**src/rtl/alu8_pkg.sv**
```systemverilog
package alu8_pkg;

    localparam int unsigned DW     = 8;
    localparam int unsigned FLAG_W = 8;

    // status byte bit positions
    localparam int unsigned FB_S  = 7;
    localparam int unsigned FB_Z  = 6;
    localparam int unsigned FB_H  = 4;
    localparam int unsigned FB_PV = 2;
    localparam int unsigned FB_N  = 1;
    localparam int unsigned FB_C  = 0;

    localparam logic [FLAG_W-1:0] FLAG_MASK = 8'hD7;

    typedef enum logic [4:0] {
        OP_ADD = 5'd0,
        OP_ADC = 5'd1,
        OP_SUB = 5'd2,
        OP_SBC = 5'd3,
        OP_CMP = 5'd4,
        OP_AND = 5'd5,
        OP_OR  = 5'd6,
        OP_XOR = 5'd7,
        OP_RLC = 5'd8,
        OP_RRC = 5'd9,
        OP_RL  = 5'd10,
        OP_RR  = 5'd11,
        OP_SLA = 5'd12,
        OP_SRA = 5'd13,
        OP_SRL = 5'd14,
        OP_BIT = 5'd15,
        OP_SCF = 5'd16,
        OP_CCF = 5'd17
    } alu_op_e;

    typedef enum logic [1:0] {
        LG_AND = 2'd0,
        LG_OR  = 2'd1,
        LG_XOR = 2'd2
    } logic_sel_e;

    function automatic logic [FLAG_W-1:0] pack_flags(
        input logic s, input logic z, input logic h,
        input logic pv, input logic n, input logic c);
        logic [FLAG_W-1:0] f;
        f        = '0;
        f[FB_S]  = s;
        f[FB_Z]  = z;
        f[FB_H]  = h;
        f[FB_PV] = pv;
        f[FB_N]  = n;
        f[FB_C]  = c;
        return f;
    endfunction

endpackage

```
**src/rtl/alu8_addsub.sv**
```systemverilog
module alu8_addsub #(
    parameter int unsigned W = 8
) (
    input  logic [W-1:0] a,
    input  logic [W-1:0] b,
    input  logic         cin,
    input  logic         sub,
    output logic [W-1:0] sum,
    output logic         c_out,
    output logic         h_out,
    output logic         v_out
);
    localparam int unsigned HB = W / 2;

    logic [W-1:0] bx;
    logic         ci;
    logic         co;

    always_comb begin
        bx = sub ? ~b : b;
        ci = sub ? ~cin : cin;
        {co, sum} = {1'b0, a} + {1'b0, bx} + {{W{1'b0}}, ci};
        // carry into the half position recovered from the sum bit
        h_out = (a[HB] ^ bx[HB] ^ sum[HB]) ^ sub;
        c_out = co ^ sub;
        v_out = (a[W-1] == bx[W-1]) && (sum[W-1] != a[W-1]);
    end
endmodule

```
**src/rtl/alu8_logic.sv**
```systemverilog
module alu8_logic #(
    parameter int unsigned W = 8
) (
    input  logic [W-1:0]          a,
    input  logic [W-1:0]          b,
    input  alu8_pkg::logic_sel_e  sel,
    output logic [W-1:0]          res
);
    always_comb begin
        unique case (sel)
            alu8_pkg::LG_AND: res = a & b;
            alu8_pkg::LG_OR:  res = a | b;
            default:          res = a ^ b;
        endcase
    end
endmodule

```
**src/rtl/alu8_shift.sv**
```systemverilog
module alu8_shift #(
    parameter int unsigned W = 8
) (
    input  logic [W-1:0] a,
    input  logic         cin,
    input  logic [2:0]   mode,
    output logic [W-1:0] res,
    output logic         c_out
);
    always_comb begin
        res   = a;
        c_out = 1'b0;
        unique case (mode)
            3'd0: begin res = {a[W-2:0], a[W-1]}; c_out = a[W-1]; end
            3'd1: begin res = {a[0], a[W-1:1]};   c_out = a[0];   end
            3'd2: begin res = {a[W-2:0], cin};    c_out = a[W-1]; end
            3'd3: begin res = {cin, a[W-1:1]};    c_out = a[0];   end
            3'd4: begin res = {a[W-2:0], 1'b0};   c_out = a[W-1]; end
            3'd5: begin res = {a[W-1], a[W-1:1]}; c_out = a[0];   end
            3'd6: begin res = {1'b0, a[W-1:1]};   c_out = a[0];   end
            default: begin res = a; c_out = 1'b0; end
        endcase
    end
endmodule

```
**src/rtl/alu8_core.sv**
```systemverilog
module alu8_core #(
    parameter int unsigned DATA_W = alu8_pkg::DW
) (
    input  logic                        clk,
    input  logic                        rst_n,
    input  logic [4:0]                  op_i,
    input  logic [DATA_W-1:0]           a_i,
    input  logic [DATA_W-1:0]           b_i,
    input  logic [alu8_pkg::FLAG_W-1:0] flags_i,
    output logic [DATA_W-1:0]           result_o,
    output logic [alu8_pkg::FLAG_W-1:0] flags_o,
    output logic                        wr_en_o
);
    import alu8_pkg::*;

    localparam int unsigned IDX_W = $clog2(DATA_W);

    typedef struct packed {
        logic [DATA_W-1:0] res;
        logic [FLAG_W-1:0] flg;
        logic              we;
    } alu_state_t;

    alu_state_t st_d, st_q;

    logic              c_in;
    logic              is_sub;
    logic              use_cin;
    logic [DATA_W-1:0] as_sum;
    logic              as_c, as_h, as_v;
    logic [DATA_W-1:0] lg_res;
    logic_sel_e        lg_sel;
    logic [DATA_W-1:0] sh_res;
    logic              sh_c;
    logic [IDX_W-1:0]  bit_idx;
    logic              tested;

    assign c_in    = flags_i[FB_C];
    assign is_sub  = (op_i == OP_SUB) || (op_i == OP_SBC) || (op_i == OP_CMP);
    assign use_cin = (op_i == OP_ADC) || (op_i == OP_SBC);
    assign bit_idx = b_i[IDX_W-1:0];
    assign tested  = a_i[bit_idx];

    always_comb begin
        unique case (op_i)
            OP_AND:  lg_sel = LG_AND;
            OP_OR:   lg_sel = LG_OR;
            default: lg_sel = LG_XOR;
        endcase
    end

    alu8_addsub #(.W(DATA_W)) u_addsub (
        .a     (a_i),
        .b     (b_i),
        .cin   (use_cin & c_in),
        .sub   (is_sub),
        .sum   (as_sum),
        .c_out (as_c),
        .h_out (as_h),
        .v_out (as_v)
    );

    alu8_logic #(.W(DATA_W)) u_logic (
        .a   (a_i),
        .b   (b_i),
        .sel (lg_sel),
        .res (lg_res)
    );

    alu8_shift #(.W(DATA_W)) u_shift (
        .a     (a_i),
        .cin   (c_in),
        .mode  (op_i[2:0]),
        .res   (sh_res),
        .c_out (sh_c)
    );

    always_comb begin
        st_d.res = a_i;
        st_d.flg = flags_i & FLAG_MASK;
        st_d.we  = 1'b0;
        unique case (op_i)
            OP_ADD, OP_ADC, OP_SUB, OP_SBC, OP_CMP: begin
                st_d.res = as_sum;
                st_d.flg = pack_flags(as_sum[DATA_W-1], as_sum == '0, as_h,
                                      as_v, is_sub, as_c);
                st_d.we  = (op_i != OP_CMP);
            end
            OP_AND, OP_OR, OP_XOR: begin
                st_d.res = lg_res;
                st_d.flg = pack_flags(lg_res[DATA_W-1], lg_res == '0,
                                      op_i == OP_AND, ~^lg_res, 1'b0, 1'b0);
                st_d.we  = 1'b1;
            end
            OP_RLC, OP_RRC, OP_RL, OP_RR, OP_SLA, OP_SRA, OP_SRL: begin
                st_d.res = sh_res;
                st_d.flg = pack_flags(sh_res[DATA_W-1], sh_res == '0, 1'b0,
                                      ~^sh_res, 1'b0, sh_c);
                st_d.we  = 1'b1;
            end
            OP_BIT: begin
                st_d.flg = pack_flags(flags_i[FB_S], ~tested, 1'b1,
                                      flags_i[FB_PV], 1'b0, c_in);
                st_d.we  = 1'b0;
            end
            OP_SCF, OP_CCF: begin
                st_d.flg = pack_flags(flags_i[FB_S], flags_i[FB_Z], 1'b0,
                                      flags_i[FB_PV], 1'b0,
                                      (op_i == OP_SCF) ? 1'b1 : ~c_in);
                st_d.we  = 1'b1;
            end
            default: begin
                st_d.res = a_i;
                st_d.flg = flags_i & FLAG_MASK;
                st_d.we  = 1'b0;
            end
        endcase
    end

    always_ff @(posedge clk or negedge rst_n) begin
        if (!rst_n) begin
            st_q <= '0;
        end else begin
            st_q <= st_d;
        end
    end

    assign result_o = st_q.res;
    assign flags_o  = st_q.flg;
    assign wr_en_o  = st_q.we;

endmodule

```
**config.mk**
```make
export PLATFORM = sky130hd
export DESIGN_NAME = alu8_core
export DESIGN_NICKNAME = d
export VERILOG_FILES = /design/src/rtl/alu8_pkg.sv /design/src/rtl/alu8_addsub.sv /design/src/rtl/alu8_logic.sv /design/src/rtl/alu8_shift.sv /design/src/rtl/alu8_core.sv
export SDC_FILE = /design/constraint.sdc
export NUM_CORES = 1
export LEC_CHECK = 0
export ABC_CLOCK_PERIOD_IN_PS = 800
export BUFFER_PORTS_ARGS = -buffer_cell sky130_fd_sc_hd__buf_4
export CAP_MARGIN = 40
export CORE_MARGIN = 5
export CORE_UTILIZATION = 45
export CTS_BUF_LIST = sky130_fd_sc_hd__clkbuf_16
export CTS_CLUSTER_SIZE = 14
export DETAILED_ROUTE_END_ITERATION = 7
export HOLD_SLACK_MARGIN = 0.15
export PLACE_DENSITY = 0.67
export SETUP_SLACK_MARGIN = 0.02
export SYNTH_ARGS = -nofsm -noshare
export SYNTH_HDL_FRONTEND = slang
export SYNTH_SLANG_ARGS = --single-unit
```
**constraint.sdc**
```tcl
create_clock -name clk -period 0.8 [get_ports clk]
set_input_delay 0.24 -clock clk [delete_from_list [all_inputs] [get_ports clk]]
set_output_delay 0.24 -clock clk [all_outputs]
set_load 0.05 [all_outputs]
```
==> reports/qor.yml <==
pwr:
  total_leakage_power_uw: 0.00204
  swShare_pct: 40.2
  p_sw_uw: 2250
  p_per_area_nw_per_um2: 1280
  sequentialPowerShare_pct: 16.4
  ir_drop_mv: 1.91
  power.internal_uw: 3360
  p_clk_share_pct: 16.5
  pwr-share-comb_pct: 67.1
logic_synthesis:
  syn_avg_cell_area_um2: 7.74
  yosysSeqAreaShare_pct: 14.9
  synth_cells: 325
  synth_top_area_share_pct: 15.4
  synth_top_area_cell: "ha_1"
  synth_ff_type: "dfrtp_1"
  synth-edff-count: 0
  synth_area_leaders: "ha_1 (15%), dfrtp_1 (15%), xnor2_1 (5.9%)"
  syn_area_um2: 2510
  synth_warnings: 0
  async_flop_share_pct: 100
  synth_seq_cells: 15
  ys_types: 69
layout:
  multi_input_area_um2: 2260
  diodes: 0
  layout_commonest_cell: "buf_4"
  register_area_um2: 393
  drive_above_1_share_pct: 50.6
  final_net_count: 535
  final_util_pct: 80.2
  layout_common_cells: "buf_4 (123), ha_1 (27), nor2_1 (26), buf_6 (25), inv_1 (23)"
  area_growth_pct: 74.6
  n_fill_cell: 379
clocking:
  cts_buffer_depth: 2
  numCtsBuffers: 3
  cts_tree: "built"
  cts_max_level: 1
  clk_pin_slew_ns: 0.04
  root_buffer: "clkbuf_16"
  cts_sinks: 15
run:
  maxCapViolCount: 0
global_routing:
  antenna_found_initial: 0
  grt_pass1_vias: 2991
  grt_usage_pct: 25.7
  grt.overflow.total: 0
  grt_max_degree: 23
  grt_pass1_wl_mm: 14.8
sta:
  slew_viol_final: 0
  grt_setup_unrepaired: "true"
  fmax_mhz: 384
  min_period_over_period_pct: 326
  fin_setup_tns_ns: -24.07
  holdWs_ns: 0.232
  fin_ws_ns: -1.80
  setup_violations: 30
  period_needed_ns: 2.60
  hold_violations: 0
worst_setup_path:
  path_delay_family: "adder cells"
  cp.required_ns: 0.97
  critPathLaunchType: "input pin"
  critPathSlowestCell: "fa_2"
  cp.depth: 13
  worstSetupEndpointType: "flip-flop"
  worstPathBufferInverterCount: 2
  crit_fanout: 3
  critical_path_class: "input pin to flip-flop"
  path_cells: "buf_8 -> nor2_4 -> mux2_4 -> nand2_8 -> xnor2_4 -> fa_2 -> fa_2 -> a21o_1 -> a221oi_4 -> buf_4 -> o21ai_4 -> mux2_4 -> o21ai_2"
  cpPeakStageDelay_ns: 0.41
  cp.arrival_ns: 2.77
routing:
  via_count: 3168
  drt_pre_antenna_iters: 5
  wl_per_cell_um: 18.3
  routed_wl_mm: 9.90
  vias_per_cell: 5.85
  remaining_drc_errors: 0
  ant_nets: 0
  drtIter0Drc: 242
place:
  gp_congestion: 0.945
  hpwl_mm: 7.04
  io_buffers: 43
die:
  dieArea_um2: 7180
  num_rows: 27
  die_y_um: 84.8
  io_pins: 48
  initial_core_util_pct: 46.0
  core_area_um2: 5470
  die_w_um: 84.8
outcome:
  violations: "setup timing"
  status: "finished with violations"
hold_path:
  hold_path.class: "input pin to flip-flop"
  hold_depth: 3
==> registers in the layout, summed over array words and instances, names as in the netlist <==
name and flops:
result_o 8, flags_o 6, wr_en_o 1
==> worst min-delay path: stages <==
cell and delay, ns:
buf_4 0.08, nand3_2 0.06, nand2_1 0.06
==> routing by layer <==
| layer | track usage, % | vias to the layer above | wire length, um |
|---|---|---|---|
| li1 | - | 1484 | - |
| met1 | 33.3 | 1489 | 3960 |
| met2 | 43.6 | 169 | 4960 |
| met3 | 2.65 | 26 | 765 |
| met4 | 10.1 | 0 | 224 |
| met5 | 0 | - | 0 |
==> through the flow <==
step	setup WS, ns	cell area [um^2]	total power [uW]	instances
global placement	-2.00	3690	3870	522
finish	-1.80	4390	5610	542
CTS	-1.73	4180	5250	538
floorplan	-2.01	2650	2710	326
detailed placement	-2.05	3690	3910	522
global route	-1.86	4390	5890	542
==> power by group through the flow <==
stage | combinational (uW) | sequential, uW | clock, uW
final | 3760 | 920 | 929
after global routing | 3980 | 929 | 983
after CTS | 3400 | 921 | 929
after detailed placement | 3000 | 912 | 0
after global placement | 2970 | 908 | 0
after floorplan | 1440 | 1270 | 0
==> layout make-up <==
class	instances	share of cell area [%]
Multi-Input combinational cell	266	51.4
Timing Repair Buffer	162	33.7
Sequential cell	15	8.95
Inverter	23	2.08
Tap cell	72	2.05
Clock buffer	3	1.71
Clock inverter	1	0.0855
==> synthesized netlist by cell type (all sizes together) (5+ instances only) <==
library cell  number
nand2             26
o21ai             32
nor2              32
nand3              6
buf               17
xor2               6
ha                31
o211ai             6
clkbuf             5
inv               23
a21oi             18
dfrtp             15
xnor2             17
mux2               6
a21o               7
a31oi              6
o22ai             10
==> final timing paths <==
| check | start | slack (ns) | endpoint |
|---|---|---|---|
| max | op_i[0] | -1.80 | flags_o[0] |
| min | flags_i[1] | 0.23 | flags_o[1] |
| max in group asynchronous | rst_n | 0.21 | flags_o[2] |
| min in group asynchronous | rst_n | 0.40 | result_o[2] |
==> logic make-up after synthesis <==
logic type / synth area share [%]
fa+ha+maj: 17.0
xor+xnor: 8.01
other cells: 0.149
buf+inv: 8.46
flops: 14.9
compound gates: 29.8
simple gates: 16.8
mux: 4.88
==> repair_timing <==
action                                  in CTS  in global routing
hold endpoints to repair                    15                  0
resized for setup                           68                 37
endpoints found under the setup margin      30                 30
hold buffers                                 1                  0
pin swaps                                   19                 25
cloned                                       2                  0
setup buffers                               12                  4
Note: power is estimated with default switching activity, not from simulation.
